==> src/rtl/wdg_pkg.sv <==
package wdg_pkg;

    typedef struct packed {
        logic       rst_en;
        logic       int_en;
        logic       wdt_en;
        logic [3:0] rst_code;
        logic [3:0] int_code;
    } wdg_ctrl_t;

    localparam int CTRL_W = $bits(wdg_ctrl_t);
    localparam int NUM_STAGES = 2;
    localparam int STG_INT = 0;
    localparam int STG_RST = 1;

    localparam logic [7:0] KEY_ARM  = 8'hA5;
    localparam logic [7:0] KEY_FIRE = 8'h5A;

    localparam int CTRL_OFS = 'h000;
    localparam int SVC_OFS  = 'h004;

    function automatic logic [4:0] code_to_exp(input logic [3:0] code, input int base);
        int e;
        e = base - int'(code);
        return e[4:0];
    endfunction

endpackage

==> src/rtl/wdg_regs.sv <==
module wdg_regs
    import wdg_pkg::*;
#(
    parameter int ADDR_W = 12
) (
    input  logic              clk,
    input  logic              rst,
    input  logic              wr,
    input  logic              rd,
    input  logic [ADDR_W-1:0] addr,
    input  logic [31:0]       wdata,
    output logic [31:0]       rdata,
    output wdg_ctrl_t         ctrl,
    output logic [7:0]        svc_byte,
    output logic              svc_wr
);
    logic hit_ctrl, hit_svc;
    logic unused_wdata;

    assign hit_ctrl = (addr == ADDR_W'(CTRL_OFS));
    assign hit_svc  = (addr == ADDR_W'(SVC_OFS));
    assign svc_wr   = wr && hit_svc;
    assign unused_wdata = ^wdata[31:CTRL_W];

    always_ff @(posedge clk) begin
        if (rst) begin
            ctrl     <= '0;
            svc_byte <= '0;
        end else if (wr) begin
            if (hit_ctrl) ctrl <= wdg_ctrl_t'(wdata[CTRL_W-1:0]);
            if (hit_svc)  svc_byte <= wdata[7:0];
        end
    end

    always_comb begin
        rdata = '0;
        if (rd) begin
            if (hit_ctrl)     rdata[CTRL_W-1:0] = ctrl;
            else if (hit_svc) rdata[7:0] = svc_byte;
        end
    end
endmodule

==> src/rtl/wdg_key.sv <==
module wdg_key
    import wdg_pkg::*;
(
    input  logic       clk,
    input  logic       rst,
    input  logic       svc_wr,
    input  logic [7:0] svc_data,
    output logic       service
);
    logic armed;

    assign service = svc_wr && (svc_data == KEY_FIRE) && armed;

    always_ff @(posedge clk) begin
        if (rst)         armed <= 1'b0;
        else if (svc_wr) armed <= (svc_data == KEY_ARM);
    end
endmodule

==> src/rtl/wdg_stage.sv <==
module wdg_stage #(
    parameter int CNT_W = 32
) (
    input  logic       clk,
    input  logic       rst,
    input  logic       run,
    input  logic       clear,
    input  logic [4:0] exp_sel,
    output logic       done
);
    logic [CNT_W-1:0] cnt;
    logic [CNT_W-1:0] limit;

    assign limit = CNT_W'(1) << exp_sel;

    always_ff @(posedge clk) begin
        if (rst || clear) begin
            cnt  <= '0;
            done <= 1'b0;
        end else if (run && !done) begin
            if (cnt >= limit - CNT_W'(1)) begin
                done <= 1'b1;
                cnt  <= '0;
            end else begin
                cnt <= cnt + CNT_W'(1);
            end
        end
    end
endmodule

==> src/rtl/wdg_timer.sv <==
module wdg_timer
    import wdg_pkg::*;
#(
    parameter int ADDR_W   = 12,
    parameter int BASE_EXP = 31
) (
    input  logic              clk,
    input  logic              rst,
    input  logic              bus_wr,
    input  logic              bus_rd,
    input  logic [ADDR_W-1:0] bus_addr,
    input  logic [31:0]       bus_wdata,
    output logic [31:0]       bus_rdata,
    output logic              irq,
    output logic              rst_req
);
    localparam int CNT_W = BASE_EXP + 1;

    wdg_ctrl_t ctrl_q;
    logic [7:0] svc_byte;
    logic       svc_wr, service;
    logic       wdt_en, rst_en, int_done;
    logic       rst_latch;
    logic [NUM_STAGES-1:0] st_run, st_done;
    logic [4:0]            st_exp [NUM_STAGES];

    wdg_regs #(.ADDR_W(ADDR_W)) u_regs (
        .clk(clk), .rst(rst), .wr(bus_wr), .rd(bus_rd), .addr(bus_addr),
        .wdata(bus_wdata), .rdata(bus_rdata), .ctrl(ctrl_q),
        .svc_byte(svc_byte), .svc_wr(svc_wr)
    );

    wdg_key u_key (
        .clk(clk), .rst(rst), .svc_wr(svc_wr), .svc_data(bus_wdata[7:0]),
        .service(service)
    );

    assign wdt_en   = ctrl_q.wdt_en;
    assign rst_en   = ctrl_q.rst_en;
    assign int_done = st_done[STG_INT];

    assign st_run[STG_INT] = wdt_en;
    assign st_run[STG_RST] = wdt_en && st_done[STG_INT];
    assign st_exp[STG_INT] = code_to_exp(ctrl_q.int_code, BASE_EXP);
    assign st_exp[STG_RST] = code_to_exp(ctrl_q.rst_code, BASE_EXP);

    for (genvar g = 0; g < NUM_STAGES; g++) begin : g_stage
        wdg_stage #(.CNT_W(CNT_W)) u_stage (
            .clk(clk), .rst(rst), .run(st_run[g]),
            .clear(!wdt_en || service), .exp_sel(st_exp[g]), .done(st_done[g])
        );
    end

    always_ff @(posedge clk) begin
        if (rst) rst_latch <= 1'b0;
        else     rst_latch <= (rst_latch || (st_done[STG_RST] && rst_en)) && wdt_en;
    end

    assign irq     = int_done && ctrl_q.int_en && wdt_en;
    assign rst_req = rst_latch && wdt_en;
endmodule

==> config.mk <==
export PLATFORM = sky130hd
export DESIGN_NAME = wdg_timer
export DESIGN_NICKNAME = d
export VERILOG_FILES = /design/src/rtl/wdg_pkg.sv /design/src/rtl/wdg_regs.sv /design/src/rtl/wdg_key.sv /design/src/rtl/wdg_stage.sv /design/src/rtl/wdg_timer.sv
export SDC_FILE = /design/constraint.sdc
export NUM_CORES = 1
export LEC_CHECK = 0
export CAP_MARGIN = 10
export CORE_UTILIZATION = 25
export DETAILED_ROUTE_END_ITERATION = 10
export GPL_TIMING_DRIVEN = 1
export PLACE_DENSITY = 0.46
export SYNTH_ARGS = -nofsm -noshare
export SYNTH_HDL_FRONTEND = slang
export SYNTH_SLANG_ARGS = --single-unit
==> constraint.sdc <==
create_clock -name clk -period 9.75 [get_ports clk]
set_input_delay 2.925 -clock clk [delete_from_list [all_inputs] [get_ports clk]]
set_output_delay 2.925 -clock clk [all_outputs]
set_load 0.005 [all_outputs]
==> flow_summary.ini, run 1 <==
[floorplanning]
dieHeight_um = 151
initial_core_util = 0.255
core_um2 = 21800
die_w_um = 151
die_area_um2 = 22800
ios = 82
rows = 54

[drt]
finalWirelength_mm = 13.4
wire_per_inst_um = 13.6
drtIter0Drc = 227
drc_errors = 0
dr.pass1.iters = 4
vias = 4777
ant_nets = 0
vias_per_cell = 4.86

[timing]
fin_skew_ns = 0.00968
slew_headroom = 0.418
final-max-slew-violation-count = 0
min_period_ns = 8.37
hold_viol = 0
period_share = 0.858
fmax_ghz = 0.119
setup_viol = 0
tightest_slew_ns = 0.871
setup-tns-final_ns = 0
rsz0062_at_grt = false

[critical_path]
rr_endpoint = g_stage[1].u_stage.cnt[3]
worstReg2RegStart = u_regs.ctrl[7]
path_class = in -> out
slowest_delay_ns = 0.62
crit_path_end_kind = primary output
crit_top_cell = clkdlybuf4s50_1
slowest_stage = or4_1
crit_path_start = bus_addr[4]
path_max_fanout = 20
cp-start-kind = input pin
required_ns = 6.83
worst-path-buf-inv = 3
arrival_ns = 5.44
reg2reg_slack_ns = 5.35
rr_worst_depth = 13
crit_path_cell_trace = clkdlybuf4s50_1 -> or4_1 -> nor4_4 -> buf_4 -> a22oi_1 -> nor2b_1 -> clkdlybuf4s50_1
cp_top_family = buffers and inverters

[logic_synthesis]
ys_ff_latch = 87
ys_warn_count = 0
synth_cell_types = 52
syn_area_um2 = 5550
synth_edf_count = 0
avgSynthCellArea_um2 = 8.05
async_reset_ff_frac = 0
seq_area_frac_synth = 0.314
synth_cells = 689
synth_ff_type = dfxtp_1

[outcome]
status = complete, no violations

[power_and_ir_drop]
clkPwrFrac = 0.508
combPwrFrac = 0.028
p_leak_nw = 2.10
p_sw_uw = 170
swShare = 0.222
vdd_ir_drop_max_mv = 0.0739
p_int_uw = 595
power_density_nw_per_um2 = 119
p_seq_frac = 0.464
p_total_uw = 765

[global_route]
gr-total-overflow = 0
grt_pass1_vias = 4353
antenna_found_initial = 0
grt_pass1_wl_mm = 22.1
track_usage = 0.122
grt_max_degree = 33

[final_layout]
area_delta_synth_final_pct = 15.4
drive_gt1_frac = 0.0469
diodes = 0
nNetsFinal = 782

[clock_network]
cts_made_buffers = 9
root_buffer = clkbuf_16
htreeDepth = 3
clk_latency_ns = 0.35
clk_path_buf_depth = 2
cts_resized = 0
holdBufCountCts = 0
clk_pin_slew_worst_paths_ns = 0.07
postCtsSetupBuffers = 0
cts_tree = done
cts.sinks = 87

[worst_hold_path]
hold_path_class = reg -> reg
hold_depth = 2
min_from = u_regs.svc_byte[0]
min_to = u_regs.svc_byte[0]

[job]
maxCapViolCount = 0

[place]
numPortBuffers = 39
place_hpwl_mm = 9.18
gp_congestion = 0.703
==> cells in the mapped netlist (5+ instances only) <==
cell / number / area share
nor2_1: 20 / 0.014
nor4_1: 17 / 0.019
a21oi_1: 54 / 0.049
nand4_1: 33 / 0.037
nand2_1: 67 / 0.045
nor2b_1: 15 / 0.017
inv_1: 14 / 0.0095
xor2_1: 18 / 0.028
buf_4: 25 / 0.034
xnor2_1: 42 / 0.066
and3_1: 10 / 0.011
buf_2: 7 / 0.0063
nor3_1: 69 / 0.062
or3_1: 5 / 0.0056
o21ai_0: 8 / 0.0072
clkbuf_1: 30 / 0.020
dfxtp_1: 87 / 0.31
ha_1: 36 / 0.081
a22oi_1: 10 / 0.014
nand3_1: 43 / 0.039
and2_1: 7 / 0.0079
and4_1: 9 / 0.014
o21a_1: 7 / 0.0095
nand2b_1: 5 / 0.0056
==> power groups by stage <==
stage	combinational, mW	sequential (mW)	clock [mW]
2_1_floorplan	0.0129	0.363	0
3_3_place_gp	0.0210	0.363	0
3_5_place_dp	0.0210	0.363	0
4_1_cts	0.0211	0.355	0.401
5_1_grt	0.0229	0.355	0.414
6_report	0.0211	0.355	0.388
==> routing by layer <==
| layer | routed length [um] | share of wire | vias to the layer above | track usage |
|---|---|---|---|---|
| met5 | 0 | 0 | - | 0 |
| met4 | 183 | 0.014 | 0 | 0.0435 |
| met3 | 246 | 0.018 | 7 | 0.0217 |
| met2 | 5970 | 0.45 | 45 | 0.189 |
| met1 | 6950 | 0.52 | 2273 | 0.168 |
| li1 | - | - | 2452 | - |
==> area by class of cell <==
cell class	instances	area, um^2
Timing Repair Buffer	44	428
Sequential cell	87	1740
Tap cell	280	350
Inverter	14	52.6
Clock inverter	7	103
Fill cell	2342	15400
Clock buffer	9	225
Multi-Input combinational cell	542	3500
==> worst reg2reg max path, stage by stage (launching register included) <==
cell	delay, ns
dfxtp_1	0.64
and2_1	0.33
nand3_1	0.15
ha_1	0.39
nor2b_1	0.34
nand2_1	0.09
a211oi_1	0.27
a21oi_1	0.08
ha_1	0.32
nand4_1	0.13
nor4_1	0.29
nand4_1	0.31
a21oi_4	0.79
nor3_1	0.13
==> cells by family after synthesis <==
group | count (synthesis) | synth area share
muxes | 3 | 0.00542
buffers and inverters | 81 | 0.0760
AOI/OAI and AO/OA | 96 | 0.108
other | 2 | 0.00135
DFF | 87 | 0.314
xor gates and xnor gates | 60 | 0.0948
adders and majority gates | 36 | 0.0812
and+or+nand+nor | 324 | 0.319
==> flip-flops by register name, summed over array words and instances, names as in the netlist <==
name / cells
g_stage.u_stage.cnt: 64
g_stage.u_stage.done: 2
rst_latch: 1
u_key.armed: 1
u_regs.ctrl: 11
u_regs.svc_byte: 8
==> through the flow <==
stage	setup WS (ns)	instance area, um^2	hold WS [ns]	utilization	instances
finish	1.38	6400	0.454	0.294	983
global route	1.22	6400	0.475	0.294	983
CTS	1.34	6400	0.457	0.294	983
detailed placement	1.37	6070	0.446	0.279	967
global placement	1.34	6070	0.440	0.279	967
floorplan	2.30	5620	0.429	-	710
==> cell usage in the layout (no fill, tap or decap), drive strengths merged, types with 5 or more instances in the layout <==
cell type and instances:
xor2 18, inv 18, buf 5, a21oi 55, nor2b 15, nand2b 5
or3 5, o21a 7, and2 7, nor4 20, clkdlybuf4s50 39, clkbuf 9
nor3 70, o21ai 8, nand2 67, a22oi 10, and3 10, nor2 20
nand4 33, and4 9, nand3 43, xnor2 42, dfxtp 87, conb 23
ha 36
==> worst max-delay path by stage <==
| stage | slack (ns) | end | cells past startpoint |
|---|---|---|---|
| 2_1_floorplan | 2.30 | bus_rdata[6] | 5 |
| 4_1_cts | 1.34 | bus_rdata[5] | 7 |
| 3_3_place_gp | 1.34 | bus_rdata[5] | 7 |
| 3_5_place_dp | 1.37 | bus_rdata[5] | 7 |
| 5_1_grt | 1.22 | bus_rdata[6] | 7 |
| 6_report | 1.38 | bus_rdata[5] | 7 |
Note: power is estimated with default switching activity, not from simulation.
==> run 2, diff against run 1 <==
--- a/config.mk
+++ b/config.mk
@@ -10,6 +10,7 @@
 export DETAILED_ROUTE_END_ITERATION = 10
 export GPL_TIMING_DRIVEN = 1
 export PLACE_DENSITY = 0.46
+export REMOVE_ABC_BUFFERS = 1
 export SYNTH_ARGS = -nofsm -noshare
 export SYNTH_HDL_FRONTEND = slang
 export SYNTH_SLANG_ARGS = --single-unit
==> flow_summary.ini, run 2 (synthesis gave the netlist of run 1 again) <==
[outcome]
violations = design-rule violations
status = finished with violations

[timing]
slew_headroom = 0.430
tightest_slew_ns = 0.849
setup-tns-final_ns = 0
period_share = 0.880
min_period_ns = 8.58
fin_skew_ns = 0.00976
final-max-slew-violation-count = 0
setup_viol = 0
hold_viol = 0
rsz0062_at_grt = false
fmax_ghz = 0.117
whs_ns = 0.458

[power_and_ir_drop]
combPwrFrac = 0.028
p_int_uw = 574
vdd_ir_drop_max_mv = 0.0743
p_seq_frac = 0.481
swShare = 0.222
p_sw_uw = 164
clkPwrFrac = 0.491
p_leak_nw = 2.10
power_density_nw_per_um2 = 116
p_total_uw = 738

[place]
place_hpwl_mm = 9.13
gp_congestion = 0.715
place_inst = 968
dpl_cell_area_um2 = 6070
numPortBuffers = 39

[floorplanning]
dieHeight_um = 151
initial_core_util = 0.255
die_w_um = 151
core_um2 = 21800
rows = 54
die_area_um2 = 22800
ios = 82

[critical_path]
cp_top_family = simple AND/OR/NAND/NOR gates
required_ns = 6.83
arrival_ns = 5.65
rr_endpoint = g_stage[0].u_stage.cnt[31]
slowest_stage = nor4_4
worst-path-buf-inv = 2
worstReg2RegStart = u_regs.ctrl[3]
reg2reg_slack_ns = 5.39
crit_path_cell_trace = clkdlybuf4s50_1 -> or4_1 -> nor4_4 -> a22oi_1 -> nor2b_1 -> clkdlybuf4s50_1
crit_top_cell = clkdlybuf4s50_1
slowest_delay_ns = 0.79
path_class = in -> out
cp-start-kind = input pin
rr_worst_depth = 14
path_max_fanout = 16
crit_path_end_kind = primary output

[worst_hold_path]
min_from = u_regs.svc_byte[6]
hold_path_class = reg -> reg
hold_depth = 2
min_to = u_regs.svc_byte[6]

[drt]
drc_errors = 1
vias_per_cell = 4.78
drtIter0Drc = 228
vias = 4701
wire_per_inst_um = 13.5
ant_nets = 0
finalWirelength_mm = 13.3
dr.pass1.iters = 8

[clock_network]
cts_tree = done
clk_latency_ns = 0.34
clk_pin_slew_worst_paths_ns = 0.07
postCtsSetupBuffers = 0
htreeDepth = 3
cts_made_buffers = 9
cts.sinks = 87
root_buffer = clkbuf_16
holdBufCountCts = 0
clk_path_buf_depth = 2
cts_resized = 0

[global_route]
track_usage = 0.126
grt_max_degree = 33
grt_pass1_vias = 4549
antenna_found_initial = 0
grt_pass1_wl_mm = 23.2
gr-total-overflow = 0

[final_layout]
drive_gt1_frac = 0.0483
reg_top3 = g_stage.u_stage.cnt x64, u_regs.ctrl x11, u_regs.svc_byte x8
diodes = 0
largest_reg_flops = 64
instances_no_fill = 984
mostFrequentLayoutCells = dfxtp_1, nor3_1, nand2_1
area_delta_synth_final_pct = 15.0
final_common_cell = dfxtp_1
nNetsFinal = 783
largest-register = g_stage.u_stage.cnt
final_area_um2 = 6380
nFillCells = 2345

[job]
maxCapViolCount = 0
## run 2: how the worst max path moves through the flow
| stage | startpoint | end | slack (ns) | depth (start not counted) |
|---|---|---|---|---|
| 6_report | bus_addr[4] | bus_rdata[4] | 1.17 | 6 |
| 5_1_grt | bus_addr[4] | bus_rdata[6] | 0.97 | 6 |
| 4_1_cts | bus_addr[4] | bus_rdata[4] | 1.14 | 6 |
| 3_5_place_dp | bus_addr[4] | bus_rdata[4] | 1.13 | 6 |
| 3_3_place_gp | bus_addr[7] | bus_rdata[4] | 1.11 | 6 |
| 2_1_floorplan | bus_addr[4] | bus_rdata[0] | 1.86 | 4 |
## run 2: area by class of cell
cell class	count	area, um^2	area share
Timing Repair Buffer	45	435	0.0683
Sequential cell	87	1740	0.273
Tap cell	280	350	0.0549
Clock buffer	10	239	0.0375
Clock inverter	6	66.3	0.0104
Inverter	14	52.6	0.00824
Multi-Input combinational cell	542	3490	0.547
## run 2: stage by stage
step                setup WS (ns)  utilization
floorplan                    1.86            -
global placement             1.11        0.279
detailed placement           1.13        0.279
CTS                          1.14        0.293
global route                0.971        0.293
finish                       1.17        0.293
## run 2: layer usage
metal	global-route usage	wire length [um]	part of all wire	vias up
li1	-	-	-	2463
met1	0.179	6920	0.52	2173
met2	0.194	5900	0.44	56
met3	0.0223	356	0.027	9
met4	0.0335	117	0.0088	0
met5	0	0	0	-
## run 2: power groups by stage
stage          Clock (mW)  Sequential (mW)  Combinational [mW]
3_5_place_dp            0            0.363              0.0205
6_report            0.362            0.355              0.0204
4_1_cts             0.377            0.355              0.0206
5_1_grt             0.392            0.355              0.0226
3_3_place_gp            0            0.363              0.0207
2_1_floorplan           0            0.363             0.00449
## run 2: worst register-to-register path, cell delays in order, from the launching register on
cell and delay [ns]:
dfxtp_1 0.62, and2_1 0.26, nand3_1 0.12, ha_1 0.31, nor2b_1 0.17, nand2_1 0.07
a21oi_1 0.16, a21oi_1 0.05, o21a_1 0.18, ha_1 0.27, nand2_1 0.05, or3_1 0.40
or4_1 0.69, a21oi_4 0.71, nor3_1 0.14
==> run 3, diff against run 2 <==
--- a/config.mk
+++ b/config.mk
@@ -6,10 +6,12 @@
 export NUM_CORES = 1
 export LEC_CHECK = 0
 export CAP_MARGIN = 10
+export CELL_PAD_IN_SITES_DETAIL_PLACEMENT = 1
+export CELL_PAD_IN_SITES_GLOBAL_PLACEMENT = 1
 export CORE_UTILIZATION = 25
 export DETAILED_ROUTE_END_ITERATION = 10
 export GPL_TIMING_DRIVEN = 1
-export PLACE_DENSITY = 0.46
+export PLACE_DENSITY = 0.57
 export REMOVE_ABC_BUFFERS = 1
 export SYNTH_ARGS = -nofsm -noshare
 export SYNTH_HDL_FRONTEND = slang
==> flow_summary.ini, run 3 (synthesis gave the netlist of run 1 again) <==
[outcome]
status = complete, no violations

[clock_network]
clk_path_buf_depth = 2
cts_made_buffers = 9
postCtsSetupBuffers = 0
root_buffer = clkbuf_16
htreeDepth = 3
holdBufCountCts = 0
cts_tree = done
clk_pin_slew_worst_paths_ns = 0.06
clk_latency_ns = 0.35
cts_resized = 0
cts.sinks = 87

[timing]
slew_headroom = 0.441
fmax_ghz = 0.117
fin_skew_ns = 0.00862
setup-tns-final_ns = 0
hold_viol = 0
min_period_ns = 8.55
tightest_slew_ns = 0.832
period_share = 0.877
final-max-slew-violation-count = 0
rsz0062_at_grt = false
setup_viol = 0

[worst_hold_path]
hold_depth = 2
min_from = u_regs.svc_byte[2]
hold_path_class = reg -> reg
min_to = u_regs.svc_byte[2]

[critical_path]
crit_path_cell_trace = clkdlybuf4s50_1 -> or4_1 -> nor4_4 -> a22oi_1 -> nor2b_1 -> clkdlybuf4s50_1
rr_endpoint = g_stage[0].u_stage.cnt[9]
cp_top_family = simple AND/OR/NAND/NOR gates
cp-start-kind = input pin
slowest_stage = nor4_4
rr_worst_depth = 14
crit_path_end_kind = primary output
required_ns = 6.83
path_class = in -> out
arrival_ns = 5.63
worstReg2RegStart = u_regs.ctrl[2]
path_max_fanout = 16
slowest_delay_ns = 0.78
worst-path-buf-inv = 2
reg2reg_slack_ns = 5.30
crit_top_cell = clkdlybuf4s50_1

[floorplanning]
initial_core_util = 0.255
ios = 82
rows = 54
die_w_um = 151
die_area_um2 = 22800
core_um2 = 21800
dieHeight_um = 151

[drt]
wire_per_inst_um = 15.6
finalWirelength_mm = 15.4
dr.pass1.iters = 4
vias_per_cell = 5.03
drc_errors = 0
ant_nets = 0
drtIter0Drc = 251
vias = 4950

[power_and_ir_drop]
p_leak_nw = 2.11
power_density_nw_per_um2 = 121
p_total_uw = 775
vdd_ir_drop_max_mv = 0.0808

[final_layout]
drive_gt1_frac = 0.0469
final-seq-area_um2 = 1740
nNetsFinal = 783
largest_reg_flops = 64
instances_no_fill = 984
mostFrequentLayoutCells = dfxtp_1, nor3_1, nand2_1
largest-register = g_stage.u_stage.cnt
nFillCells = 2609
area_delta_synth_final_pct = 15.6
multi_input_area_um2 = 3490
utilization = 0.295
final_common_cell = dfxtp_1
reg_top3 = g_stage.u_stage.cnt x64, u_regs.ctrl x11, u_regs.svc_byte x8
final_area_um2 = 6410
diodes = 0

[global_route]
antenna_found_initial = 0
gr-total-overflow = 0
grt_pass1_wl_mm = 26.0
track_usage = 0.144
grt_pass1_vias = 5125
grt_max_degree = 33

[place]
numPortBuffers = 39
place_hpwl_mm = 11.1
gp_congestion = 0.746
dpl_cell_area_um2 = 6070
place_inst = 968

[job]
maxCapViolCount = 0
==> run 3: changes by cell type in the layout (fill, tap and decap cells not counted), sizes merged <==
cell / delta
clkinv: +1
inv: -3
bufinv: +2
==> run 3: worst min-delay path, delay by kind of cell, from the launching register on <==
kind | cells | cell delay (ns)
compound gates | 1 | 0.05
flops | 1 | 0.31
simple gates | 1 | 0.05
==> run 3: worst max-delay path by stage <==
stage                 from            to  slack (ns)  cells after the start
3_3_place_gp   bus_addr[4]  bus_rdata[6]        1.21                      6
3_5_place_dp   bus_addr[4]  bus_rdata[7]        1.17                      6
5_1_grt        bus_addr[4]  bus_rdata[3]        0.97                      6
4_1_cts        bus_addr[4]  bus_rdata[7]        1.17                      6
2_1_floorplan  bus_addr[4]  bus_rdata[0]        1.86                      4
6_report       bus_addr[4]  bus_rdata[1]        1.20                      6
==> run 3: cell type report <==
class                      count  share of cell area
sequential                    87               0.272
multi-input combinational    542               0.545
clock inverter                 6              0.0170
clock buffer                  10              0.0357
timing repair buffer          45              0.0679
tap                          280              0.0547
inverter                      14             0.00820
==> run 3: per-stage QoR <==
step | worst slack [ns] | hold WS (ns)
global route | 0.973 | 0.476
global placement | 1.21 | 0.440
detailed placement | 1.17 | 0.456
finish | 1.20 | 0.463
CTS | 1.17 | 0.465
floorplan | 1.86 | 0.425
==> run 3: power by group <==
part / total [mW] / switching [mW] / internal (mW)
registers: 0.355 / 0.0000169 / 0.355
logic: 0.0217 / 0.0106 / 0.0111
clock network: 0.398 / 0.148 / 0.250
total: 0.775 / 0.158 / 0.617
==> run 3: layer usage <==
metal / wire [um] / up-vias / global-route usage
li1: - / 2461 / -
met1: 7480 / 2428 / 0.181
met2: 7380 / 46 / 0.248
met3: 262 / 15 / 0.0187
met4: 243 / 0 / 0.0555
met5: 0 / - / 0
